**config.mk**
```make
export PLATFORM = sky130hd
export DESIGN_NAME = uc_presence_filter
export DESIGN_NICKNAME = d
export VERILOG_FILES = /design/src/rtl/uc_presence_pkg.sv /design/src/rtl/uc_presence_dp.sv /design/src/rtl/uc_presence_ctl.sv /design/src/rtl/uc_presence_filter.sv
export SDC_FILE = /design/constraint.sdc
export NUM_CORES = 1
export LEC_CHECK = 0
export BUFFER_PORTS_ARGS = -buffer_cell sky130_fd_sc_hd__buf_2
export CORE_ASPECT_RATIO = 0.6
export CORE_UTILIZATION = 55
export CTS_CLUSTER_DIAMETER = 60
export DETAILED_ROUTE_END_ITERATION = 10
export GPL_TIMING_DRIVEN = 1
export PLACE_DENSITY = 0.85
export SLEW_MARGIN = 30
export SYNTH_ARGS = -nofsm -noshare
export SYNTH_HDL_FRONTEND = slang
export SYNTH_HIERARCHICAL = 1
export SYNTH_SLANG_ARGS = --single-unit
```
**constraint.sdc**
```tcl
create_clock -name clk -period 3.3 [get_ports clk]
set_input_delay 0.66 -clock clk [delete_from_list [all_inputs] [get_ports clk]]
set_output_delay 0.66 -clock clk [all_outputs]
set_load 0.02 [all_outputs]
```
**src/rtl/uc_presence_pkg.sv**
```systemverilog
package uc_presence_pkg;

  // Strobes sent from the control path to the slot store.
  typedef struct packed {
    logic recordFill;  // write the fill field into its slot and set valid
    logic clearSlot;   // drop valid of the queried slot
    logic loadInv;     // capture the queried index and cause into the request register
  } ctlStrobe_t;

endpackage

```
**src/rtl/uc_presence_dp.sv**
```systemverilog
module uc_presence_dp
  import uc_presence_pkg::*;
#(
  parameter int SLOT_W = 4,
  parameter int EXT_W  = 6
) (
  input  logic                    clk,
  input  logic                    rst_n,
  input  ctlStrobe_t              strobe,
  input  logic [SLOT_W+EXT_W-1:0] fillIdx,
  input  logic [SLOT_W+EXT_W-1:0] qIdx,
  input  logic                    qEvict,
  output logic                    match,
  output logic [SLOT_W+EXT_W-1:0] invIdx,
  output logic                    invIsEvict
);
  localparam int IDX_W = SLOT_W + EXT_W;
  localparam int NSLOT = 1 << SLOT_W;

  logic [SLOT_W-1:0] fillSlot, qSlot;
  logic [EXT_W-1:0]  fillExt, qExt;
  logic [EXT_W-1:0]  extArr   [NSLOT];
  logic              validArr [NSLOT];

  assign fillSlot = fillIdx[SLOT_W-1:0];
  assign fillExt  = fillIdx[IDX_W-1:SLOT_W];
  assign qSlot    = qIdx[SLOT_W-1:0];
  assign qExt     = qIdx[IDX_W-1:SLOT_W];

  // One field register per slot. A fill has priority over a clear of the same slot.
  for (genvar s = 0; s < NSLOT; s++) begin : gSlot
    always_ff @(posedge clk) begin
      if (!rst_n) begin
        validArr[s] <= 1'b0;
        extArr[s]   <= '0;
      end else if (strobe.recordFill && fillSlot == SLOT_W'(s)) begin
        validArr[s] <= 1'b1;
        extArr[s]   <= fillExt;
      end else if (strobe.clearSlot && qSlot == SLOT_W'(s)) begin
        validArr[s] <= 1'b0;
      end
    end
  end

  // The compare reads the registered contents, so a fill in the same cycle is not seen.
  always_comb begin
    match = validArr[qSlot] && (extArr[qSlot] == qExt);
  end

  always_ff @(posedge clk) begin
    if (!rst_n) begin
      invIdx     <= '0;
      invIsEvict <= 1'b0;
    end else if (strobe.loadInv) begin
      invIdx     <= qIdx;
      invIsEvict <= qEvict;
    end
  end
endmodule

```
**src/rtl/uc_presence_ctl.sv**
```systemverilog
module uc_presence_ctl
  import uc_presence_pkg::*;
(
  input  logic       clk,
  input  logic       rst_n,
  input  logic       fillValid,
  input  logic       qValid,
  input  logic       match,
  input  logic       invAck,
  output ctlStrobe_t strobe,
  output logic       invReq,
  output logic       queryReady
);
  logic accept;

  assign queryReady = !invReq;
  assign accept     = qValid && queryReady;

  always_comb begin
    strobe            = '0;
    strobe.recordFill = fillValid;
    strobe.clearSlot  = accept && match;
    strobe.loadInv    = accept && match;
  end

  always_ff @(posedge clk) begin
    if (!rst_n) begin
      invReq <= 1'b0;
    end else if (strobe.loadInv) begin
      invReq <= 1'b1;
    end else if (invAck) begin
      invReq <= 1'b0;
    end
  end
endmodule

```
**src/rtl/uc_presence_filter.sv**
```systemverilog
module uc_presence_filter
  import uc_presence_pkg::*;
#(
  parameter int SLOT_W = 4,
  parameter int EXT_W  = 6,
  localparam int IDX_W = SLOT_W + EXT_W
) (
  input  logic             clk,
  input  logic             rst_n,
  input  logic             fillValid,
  input  logic [IDX_W-1:0] fillIdx,
  input  logic             qValid,
  input  logic             qEvict,
  input  logic [IDX_W-1:0] qIdx,
  output logic             queryReady,
  output logic             invReq,
  output logic [IDX_W-1:0] invIdx,
  output logic             invIsEvict,
  input  logic             invAck
);
  ctlStrobe_t strobe;
  logic       match;

  uc_presence_ctl uCtl (
    .clk        (clk),
    .rst_n      (rst_n),
    .fillValid  (fillValid),
    .qValid     (qValid),
    .match      (match),
    .invAck     (invAck),
    .strobe     (strobe),
    .invReq     (invReq),
    .queryReady (queryReady)
  );

  uc_presence_dp #(.SLOT_W(SLOT_W), .EXT_W(EXT_W)) uDp (
    .clk        (clk),
    .rst_n      (rst_n),
    .strobe     (strobe),
    .fillIdx    (fillIdx),
    .qIdx       (qIdx),
    .qEvict     (qEvict),
    .match      (match),
    .invIdx     (invIdx),
    .invIsEvict (invIsEvict)
  );
endmodule

```
==> key figures, run 1 <==
Status
  – Status: finished clean

Floorplanning
  – Die height: about 82 um
  – Row cnt: 28
  – Total Die Area: 0.0112 mm^2
  – Die Wd: approximately 140 um
  – Num ports: 39
  – Initial Utilization: 58.3%
  – Core area: 0.0102 mm^2

Logic synthesis
  – Mapped Avg Cell Area: 14.2 um^2
  – Top_reg_cell synth: edfxtp_1
  – Syn Inst Count: 417
  – Synthesized flop and latch total: 124
  – Async SR Flop Fraction: 0%
  – Post-synthesis net count: roughly 440
  – Seq/Total Area, Yosys: 60.7%
  – Synth unique cells: 40
  – Number of synthesized flops with an enable pin: 111
  – Synthesized area: 0.00592 mm^2
  – Yosys Warn Count: 6

Drt
  – TritonRoute pass-1 iters: 5
  – Via density: 6.02
  – Final routed DRC violation total: 0
  – Initial DRC Count: approximately 400
  – Routed len/inst: 22.5 um
  – Vias: 3830
  – Drt total wl: 14.3 mm
  – Antenna Nets Post-Route: 0

STA
  – Final Skew: 0.00605 ns
  – Fmax: 306 MHz
  – Period Utilization, post-route: 99.0%
  – Worst-Margin Slew: between 0.5 and 0.6 ns
  – Max_slew headroom: a little under two thirds
  – Final Max Slew Viols: 0
  – Final Hold Viols: 0
  – Setup violations, final: 0
  – Final min period: around 3.3 ns

CTS
  – Clock insertion delay at the later pin of the skew report: 0.42 ns
  – H-tree depth: 4
  – Worst-path clk slew: 0.06 ns
  – Resized Gates After CTS: 0
  – Postcts setup bufs: 0
  – CTS tree: done
  – # clock sinks: about 120
  – Hold Buf Count CTS: 0
  – Root Driver: clkbuf_16
  – CTS Buf Count: 17
  – Max Buffers Root-to-Sink: 2

Setup path
  – Critical path startpoint category: primary input
  – Critical Path Sink Type: flop
  – Crit path max fanout: 14
  – Setup CP Type: primary input to flop
  – Worst path required time: between 3 and 4 ns
  – Worst setup path startpoint: qIdx[1]
  – CP Data Arrival Time: 3.39 ns
  – FF-to-FF Start: uDp/extArr[3][3]

Min path
  – Hold Crit Class: primary input to flop
  – HP Start: qEvict

Placement
  – Final HPWL DP: approximately 10 mm
  – Routability congestion estimate: 0.875
  – Area after DPL: 0.00645 mm^2
  – Input/output buffers: 38

GRT
  – First-pass GRT wire length: 21.4 mm
  – Initial antenna violation count: 0
  – GR Util All Layers: 27.9%
  – GR Overflow Total: 0
  – Number of global-route vias before repair: 3769
  – Largest net degree at the start of global routing: 35

Power and ir drop
  – Final Power: approximately 4.1 mW
  – Lkg Pwr: 2.62 nW
  – Worst IR Drop VDD: 0.000459 V
  – PwrDens: 579 mW/mm^2

Finish
  – # diodes: 0
  – Share of cells above drive strength 1: 25.9%
  – Post-layout instance area: around 0.007 mm^2
  – Area Growth Syn to Fin: 19.8%
  – Nets@finish: 514
  – Fill cell count: between 700 and 800

Run
  – Max Cap Violations: 0
-- path summary, 6_finish.rpt --
kind | to | slack, ns | cells past startpoint
max | uDp/validArr[4] | 0.03 | 10
max reg2reg | uDp/validArr[4] | 0.28 | 9
min | uDp/invIsEvict | 0.50 | 3
min reg2reg | uDp/invIdx[7] | 0.51 | 2
-- kinds of logic (layout without fill, tap and decap cells) --
family,count (synthesis),in the layout,synth area share (%)
buffers and inverters,26,110,2.35
AND/OR/NAND/NOR,163,163,16.3
multiplexers,49,49,14.2
AO/OA/AOI/OAI,49,49,5.50
flip-flops,124,124,60.7
XOR/XNOR,6,6,0.888
-- layer usage --
layer	part of all wire [%]	GRT usage [%]	vias to the layer above
met2	46	44.4	217
met4	1.2	10.3	0
met5	0	0	-
met3	11	7.08	22
met1	42	37.7	1891
li1	-	-	1700
-- final cells by class --
type,instances,area [um^2],share of cell area (%)
Clock inverter,14,194,2.74
Tap cell,135,169,2.38
Sequential cell,124,3590,50.7
Inverter,3,11.3,0.159
Clock buffer,18,429,6.05
Multi-Input combinational cell,267,2200,31.0
Timing Repair Buffer,75,495,6.99
-- through the flow --
stage | worst slack, ns | hold WS, ns | instances | TNS, ns | util, %
2_1_floorplan | 0.0121 | 0.465 | 417 | 0 | -
3_3_place_gp | -0.280 | 0.488 | 604 | -3.89 | 63.5
3_5_place_dp | -0.396 | 0.502 | 604 | -7.12 | 63.5
4_1_cts | 0.0365 | 0.496 | 636 | 0 | 69.7
5_1_grt | -0.0120 | 0.534 | 636 | -0.0120 | 69.8
6_report | 0.0335 | 0.501 | 636 | 0 | 69.8
-- synthesized netlist by cell type (all sizes together), types with 3 or more instances --
master	n	area, um^2
o21ai	19	95.1
clkbuf	12	45.0
mux2i	18	180
xnor2	5	43.8
nand3	3	15.0
buf	11	82.6
o21bai	15	113
nand2	7	26.3
inv	3	11.3
mux2	7	78.8
nand2b	5	31.3
mux4	24	582
edfxtp	111	3330
nor2b	14	87.6
a22oi	6	45.0
nor2	19	71.3
dfxtp	13	260
nand3b	5	37.5
and2	98	613
-- registers in the layout, indices dropped and copies added, names as in the netlist --
| name | count |
|---|---|
| uCtl/invReq | 1 |
| uDp/extArr | 96 |
| uDp/invIdx | 10 |
| uDp/invIsEvict | 1 |
| uDp/validArr | 16 |
-- critical path, stage by stage --
cell	delay, ns
clkbuf_4	0.21
buf_12	0.19
mux4_1	0.65
mux2_2	0.32
nor2_1	0.09
o211ai_1	0.15
a211oi_2	0.29
and3_4	0.26
or3b_4	0.41
o21bai_1	0.15
-- cell usage in the layout, fill, tap and decap left out, types with 6 or more instances in the layout --
cell type,synthesis,layout
buf_2,2,37
nor2b_1,14,14
dfxtp_1,13,13
clkbuf_16,0,17
o21bai_1,15,15
mux4_2,13,13
mux4_1,11,11
o21ai_0,18,18
edfxtp_1,111,111
mux2i_1,18,18
nand2_1,7,7
and2_1,98,98
buf_4,4,35
nor2_1,19,19
mux2_2,6,6
-- power breakdown --
group / total [mW] / switching (mW) / internal [mW]
Sequential: 1.82 / 0.0246 / 1.79
Clock: 1.95 / 0.691 / 1.26
Combinational: 0.333 / 0.185 / 0.148
Note: power is estimated with default switching activity, not from simulation.
==> run 2: changes to the inputs <==
ABC_AREA = 1   (was unset)
==> run 2 against run 1 <==
Against the previous run: synthesized area is 2.6% higher; sequential cell count unchanged; power fell by 4.6%; synthesized cell count rose by 76%; sequential share of layout area grew 0.89 points; setup slack better by 0.39 ns; cell count up 45%; register-to-register slack gained 0.41 ns.
==> key figures, run 2 <==
Drt
  – Via density: 5.69 (-5.5%)
  – Drt total wl: 16.7 mm (+17%)
  – Vias: 5266 (+37%)
  – Final routed DRC violation total: 0 (unchanged)
  – Antenna Nets Post-Route: 0 (unchanged)
  – Routed len/inst: 18.1 um (-20%)
  – TritonRoute pass-1 iters: 5 (unchanged)
  – Initial DRC Count: 835 (+110%)

Logic synthesis
  – Synth unique cells: 23 (-43%)
  – Synthesized flop and latch total: 124 (unchanged)
  – Number of synthesized flops with an enable pin: 111 (unchanged)
  – Synthesized area: 0.00607 mm^2 (+2.6%)
  – Async SR Flop Fraction: 0% (unchanged)
  – Mapped Avg Cell Area: 8.27 um^2 (-42%)
  – Top_reg_cell synth: edfxtp_1
  – Synth top area share: 54.9% (-1.4 points)
  – Most common cell in the netlist: nand2_1
  – Yosys top cell by area: edfxtp_1
  – Area contributors post-synth: edfxtp_1 (55%), nand2_1 (17%), nor2_1 (9.3%)
  – Seq/Total Area, Yosys: 59.2% (-1.5 points)
  – Syn Inst Count: 734 (+76%)
  – Post-synthesis net count: 760 (+72%)
  – Yosys Warn Count: 6 (unchanged)
  – Synth cell count leaders: nand2_1 (283), nor2_1 (151), edfxtp_1 (111), inv_1 (55), nand3_1 (37)

Finish
  – Final core occ: 65.3% (-4.5 points)
  – Largest registers: uDp/extArr: 96 flops, uDp/validArr: 16 flops, uDp/invIdx: 10 flops
  – Area Growth Syn to Fin: 14.8%
  – Max FFs per register: 96 (unchanged)
  – Most common cell after layout, fill and taps aside: nand2_1
  – Fill cell count: 866 (+20%)
  – Share of cells above drive strength 1: 12.1% (-14 points)
  – Commonest non-fill, non-tap cells in the layout: nand2_1 (283), nor2_1 (151), edfxtp_1 (111)
  – # diodes: 0 (unchanged)
  – Post-layout instance area: 0.00697 mm^2 (-1.7%)
  – Nets@finish: 799 (+55%)
  – Biggest register: uDp/extArr

Status
  – Status: finished clean

GRT
  – M2 GR Usage: 42.7% (-1.7 points)
  – Grt peak-use layer: met1
  – GR Overflow Total: 0 (unchanged)
  – Number of global-route vias before repair: 4814 (+28%)
  – Met3 Usage GRT: 10.1% (+3.0 points)
  – First-pass GRT wire length: 25.7 mm (+20%)
  – Largest net degree at the start of global routing: 46 (+31%)
  – GR Util All Layers: 30.8% (+2.9 points)
  – Met1 Use GR: 45.9% (+8.2 points)
  – Initial antenna violation count: 0 (unchanged)

Setup path
  – Crit path max fanout: 31 (+17)
  – Setup slack, reg-to-reg: 0.69 ns (+0.41 ns)
  – Worst path required time: 3.43 ns (about the same)
  – Critical Path Sink Type: flop
  – CP Data Arrival Time: 3.01 ns (-0.38 ns)
  – Critical path startpoint category: primary input
  – Setup CP Type: primary input to flop

STA
  – Max_slew headroom: 51.4% (-12 points)
  – Hold WS: 0.477 ns (-0.0248 ns)
  – Final Hold Viols: 0 (unchanged)
  – TNS Setup: 0 ns (unchanged)
  – Setup violations, final: 0 (unchanged)
  – Period Utilization, post-route: 87.1% (-12 points)
  – Final worst setup slack: 0.425 ns (+0.392 ns)
  – Fmax: 348 MHz (+14%)
  – Worst-Margin Slew: 0.729 ns (+0.186 ns)
  – RSZ-0062 raised after global routing: no
  – Final Skew: 0.00715 ns (+0.00110 ns)
  – Final Max Slew Viols: 0 (unchanged)
  – Final min period: 2.87 ns (-0.392 ns)

Floorplanning
  – Die height: 83.4 um (+1.3%)
  – Core area: 0.0107 mm^2 (+5.0%)
  – Row cnt: 29 (+3.6%)
  – Num ports: 39 (unchanged)
  – Total Die Area: 0.0115 mm^2 (+2.6%)
  – Die Wd: 138 um (+1.3%)
  – Initial Utilization: 56.9% (-1.3 points)

CTS
  – Worst-path clk slew: 0.06 ns (about the same)
  – CTS Buf Count: 17 (unchanged)
  – Clock insertion delay at the later pin of the skew report: 0.42 ns (about the same)
  – Resized Gates After CTS: 0 (unchanged)
  – Root Driver: clkbuf_16
  – H-tree depth: 4 (unchanged)
  – Max Buffers Root-to-Sink: 2 (unchanged)
  – Postcts setup bufs: 0 (unchanged)
  – CTS tree: done
  – # clock sinks: 124 (unchanged)
  – Hold Buf Count CTS: 0 (unchanged)

Run
  – Max Cap Violations: 0 (unchanged)

Power and ir drop
  – Worst IR Drop VDD: 0.000423 V (-7.8%)
  – Lkg Pwr: 3.08 nW (+18%)
  – PwrDens: 562 mW/mm^2 (-2.9%)

Placement
  – Routability congestion estimate: 1.01 (+15%)
  – Area after DPL: 0.00641 mm^2 (-0.76%)
  – Dpl ws: 0.0931 ns (+0.489 ns)
  – Final HPWL DP: 12.0 mm (+20%)
  – Input/output buffers: 38 (unchanged)

Min path
  – Hold Crit Class: primary input to flop
==> run 2: changes by cell type after synthesis, moves of 13 or more <==
cell      change
nor2b_1      -14
mux4_2       -13
nand3_1      +34
nor2_1      +132
inv_1        +52
o21bai_1     -13
nand2_1     +276
mux2i_1      -18
and2_1       -98
==> run 2: metrics by stage <==
stage               instances  total power [mW]
finish                    925              3.92
global route              925              4.03
CTS                       925              3.91
detailed placement        893              2.17
global placement          893              2.16
floorplan                 734              2.06
==> run 2: cell type report <==
cell class | count | area (um^2) | area share [%]
Sequential cell | 124 | 3590 | 51.6
Timing Repair Buffer | 55 | 343 | 4.92
Tap cell | 139 | 174 | 2.50
Clock inverter | 14 | 123 | 1.76
Multi-Input combinational cell | 515 | 2070 | 29.7
Clock buffer | 18 | 439 | 6.30
Inverter | 60 | 225 | 3.23
==> run 2: cells by family (layout without fill, tap and decap cells) <==
family                 after synthesis  in the layout  synth area share, %
AO/OA/AOI/OAI                       27             27                 2.47
buffers and inverters               95            147                 6.72
flip-flops                         124            124                 59.2
AND/OR/NAND/NOR                    488            488                 31.6
==> run 2: power by group <==
group	internal, mW	switching [mW]	total (mW)
logic	0.0917	0.241	0.333
registers	1.79	0.0281	1.82
clock network	1.05	0.711	1.76
==> run 2: critical path, stage by stage <==
cell     delay (ns)
buf_2          0.13
buf_12         0.17
nor2_2         0.36
nand2_1        0.12
nand4_1        0.11
nand2_1        0.05
nand2_1        0.08
o21ai_0        0.08
nand2_1        0.06
nand3_1        0.07
nor2_1         0.14
nand3_2        0.11
inv_1          0.08
inv_1          0.07
nor3_1         0.32
buf_4          0.20
nand2_1        0.06
nand3_1        0.11
==> run 2: path summary, 6_finish.rpt <==
path | endpoint | startpoint | cells past startpoint
worst max-delay path | uDp/validArr[15] | qIdx[0] | 18
worst max register to register | uDp/validArr[15] | uDp/extArr[4][1] | 18
worst min register to register | uDp/validArr[8] | uDp/validArr[8] | 2
worst min-delay path | uDp/invIsEvict | qEvict | 3
==> run 2: routing by layer <==
| layer | vias to the layer above | part of all wire, % |
|---|---|---|
| li1 | 2406 | - |
| met1 | 2469 | 43 |
| met2 | 355 | 42 |
| met3 | 36 | 13 |
| met4 | 0 | 1.7 |
| met5 | - | 0 |
==> run 3: changes to the inputs <==
PLACE_DENSITY = unset   (was 0.85)
PLACE_DENSITY_LB_ADDON = 0.1   (was unset)
==> run 3 against run 2 <==
Against the previous run: via count decreased by 5.2%; power increased by 0.65%; clock power about the same; cell count decreased by 0.11%; die area unchanged; first-iteration DRC count decreased by 40%; clock skew increased by 0.0031 ns; hold slack got worse by 0.0081 ns; global-route usage decreased by 1.4 points; critical path type unchanged.
==> key figures, run 3 (same netlist as run 2, synthesis figures left out) <==
Setup path
  – CP max-delay cell: nor2_2
  – CP Data Arrival Time: 2.98 ns (-0.03 ns)
  – Setup CP Type: primary input to flop
  – Worst setup path startpoint: qIdx[0]
  – Worst path required time: 3.42 ns (about the same)
  – Critical-path cell list: buf_2 -> buf_12 -> nor2_2 -> buf_4 -> nand2_1 -> nand4_1 -> nand2_1 -> nand2_1 -> nor2_1 -> a21oi_2 -> nand3_1 -> nor2_1 -> nand3_2 -> inv_1 -> inv_1 -> nor3_1 -> buf_4 -> nand2_1 -> nand3_1
  – Critical path startpoint category: primary input
  – Worst path most repeated cell: nand2_1
  – Crit path max fanout: 24 (-23%)
  – FF-to-FF Start: uDp/extArr[5][0]
  – Critical Path Sink Type: flop
  – Max incr delay on CP: 0.35 ns (about the same)

Power and ir drop
  – PwrDens: 564 mW/mm^2 (+0.27%)
  – Lkg Pwr: 3.09 nW (+0.41%)
  – Final Power: 3.94 mW (+0.65%)
  – Worst IR Drop VDD: 0.000442 V (+4.6%)

Placement
  – Dpl ws: 0.0667 ns (-0.0264 ns)
  – Final HPWL DP: 10.7 mm (-11%)
  – Input/output buffers: 38 (unchanged)
  – Routability congestion estimate: 0.900 (-11%)

GRT
  – First-pass GRT wire length: 24.4 mm (-5.0%)
  – Largest net degree at the start of global routing: 46 (unchanged)
  – GR Util All Layers: 29.4% (-1.4 points)
  – Number of global-route vias before repair: 4603 (-4.4%)
  – Initial antenna violation count: 0 (unchanged)
  – GR Overflow Total: 0 (unchanged)

CTS
  – Root Driver: clkbuf_16
  – # clock sinks: 124 (unchanged)
  – CTS tree: done
  – Worst-path clk slew: 0.05 ns (about the same)
  – Clock insertion delay at the later pin of the skew report: 0.42 ns (about the same)
  – CTS Buf Count: 17 (unchanged)
  – Resized Gates After CTS: 0 (unchanged)
  – Postcts setup bufs: 0 (unchanged)
  – Hold Buf Count CTS: 0 (unchanged)
  – H-tree depth: 4 (unchanged)
  – Max Buffers Root-to-Sink: 2 (unchanged)

Drt
  – Final routed DRC violation total: 0 (unchanged)
  – Drt total wl: 15.5 mm (-7.4%)
  – TritonRoute pass-1 iters: 5 (unchanged)
  – Antenna Nets Post-Route: 0 (unchanged)
  – Routed len/inst: 16.8 um (-7.3%)
  – Initial DRC Count: 504 (-40%)
  – Via density: 5.40 (-5.1%)
  – Vias: 4991 (-5.2%)

Finish
  – Fill cell count: 902 (+4.2%)
  – Area Growth Syn to Fin: 15.2%
  – Biggest register: uDp/extArr
  – Largest registers: uDp/extArr: 96 flops, uDp/validArr: 16 flops, uDp/invIdx: 10 flops
  – Share of cells above drive strength 1: 11.7% (-0.37 points)
  – # diodes: 0 (unchanged)
  – Commonest non-fill, non-tap cells in the layout: nand2_1 (283), nor2_1 (151), edfxtp_1 (111)
  – Most common cell after layout, fill and taps aside: nand2_1
  – Nets@finish: 798 (-0.13%)
  – Max FFs per register: 96 (unchanged)

Min path
  – Hold Crit Class: primary input to flop
  – HP Start: qEvict

STA
  – Fmax: 349 MHz (+0.41%)
  – RSZ-0062 raised after global routing: no
  – Max_slew headroom: 45.4% (-5.9 points)
  – TNS Setup: 0 ns (unchanged)
  – Final Hold Viols: 0 (unchanged)
  – Setup violations, final: 0 (unchanged)
  – Final worst setup slack: 0.437 ns (+0.0118 ns)
  – Period Utilization, post-route: 86.8% (-0.36 points)
  – Final Skew: 0.0103 ns (+0.00313 ns)
  – Final min period: 2.86 ns (-0.0118 ns)
  – Worst-Margin Slew: 0.818 ns (+0.0888 ns)
  – Final Max Slew Viols: 0 (unchanged)

Floorplanning
  – Total Die Area: 0.0115 mm^2 (unchanged)
  – Row cnt: 29 (unchanged)
  – Die height: 83.4 um (unchanged)
  – Die Wd: 138 um (unchanged)
  – Num ports: 39 (unchanged)
  – Core area: 0.0107 mm^2 (unchanged)
  – Initial Utilization: 56.9% (unchanged)

Status
  – Status: finished clean

Run
  – Max Cap Violations: 0 (unchanged)
-- run 3: cell count changes in the layout (fill, tap and decap cells not counted) --
cell,delta
buf_12,+2
clkbuf_1,+2
clkinv_4,-2
inv_6,-1
clkinvlp_4,-1
bufinv_16,+1
buf_4,-3
clkinv_2,+1
-- run 3: path summary, 6_finish.rpt --
path	to	slack (ns)	cells past startpoint
setup reg to reg	uDp/validArr[5]	0.83	18
setup / recovery	uDp/validArr[5]	0.44	19
hold reg to reg	uDp/validArr[8]	0.48	2
hold / removal	uDp/invIsEvict	0.47	3
-- run 3: per-layer routing --
layer  track usage, %  wire length [um]
met3             6.65              1410
met4             9.09               210
met1             43.9              7070
met5                0                 0
met2             42.4              6820
-- run 3: final cells by class --
type | instances | area, um^2 | share of cell area, %
sequential | 124 | 3590 | 51.4
multi-input combinational | 515 | 2070 | 29.6
clock buffer | 20 | 447 | 6.39
timing repair buffer | 54 | 360 | 5.15
inverter | 60 | 225 | 3.22
tap | 139 | 174 | 2.49
clock inverter | 12 | 124 | 1.77
-- run 3: power by group --
group / leakage [nW] / total [mW] / internal, mW / switching, mW
logic: 1.65 / 0.332 / 0.0942 / 0.238
clock network: 0.272 / 1.79 / 1.12 / 0.668
registers: 1.17 / 1.82 / 1.79 / 0.0265
total: 3.09 / 3.94 / 3.01 / 0.932
-- run 3: worst max-delay path: cells and delay by family --
family / cells / cell delay (ns)
AOI/OAI and AO/OA: 1 / 0.10
buffers and inverters: 6 / 0.87
and+or+nand+nor: 12 / 1.32
-- run 3: stage by stage --
stage	cell area (um^2)	hold slack, ns	utilization, %	cells
floorplan	6070	0.447	-	734
CTS	6990	0.464	65.6	924
detailed placement	6420	0.465	60.2	892
global route	6990	0.489	65.6	924
global placement	6420	0.464	60.2	892
finish	6990	0.469	65.6	924
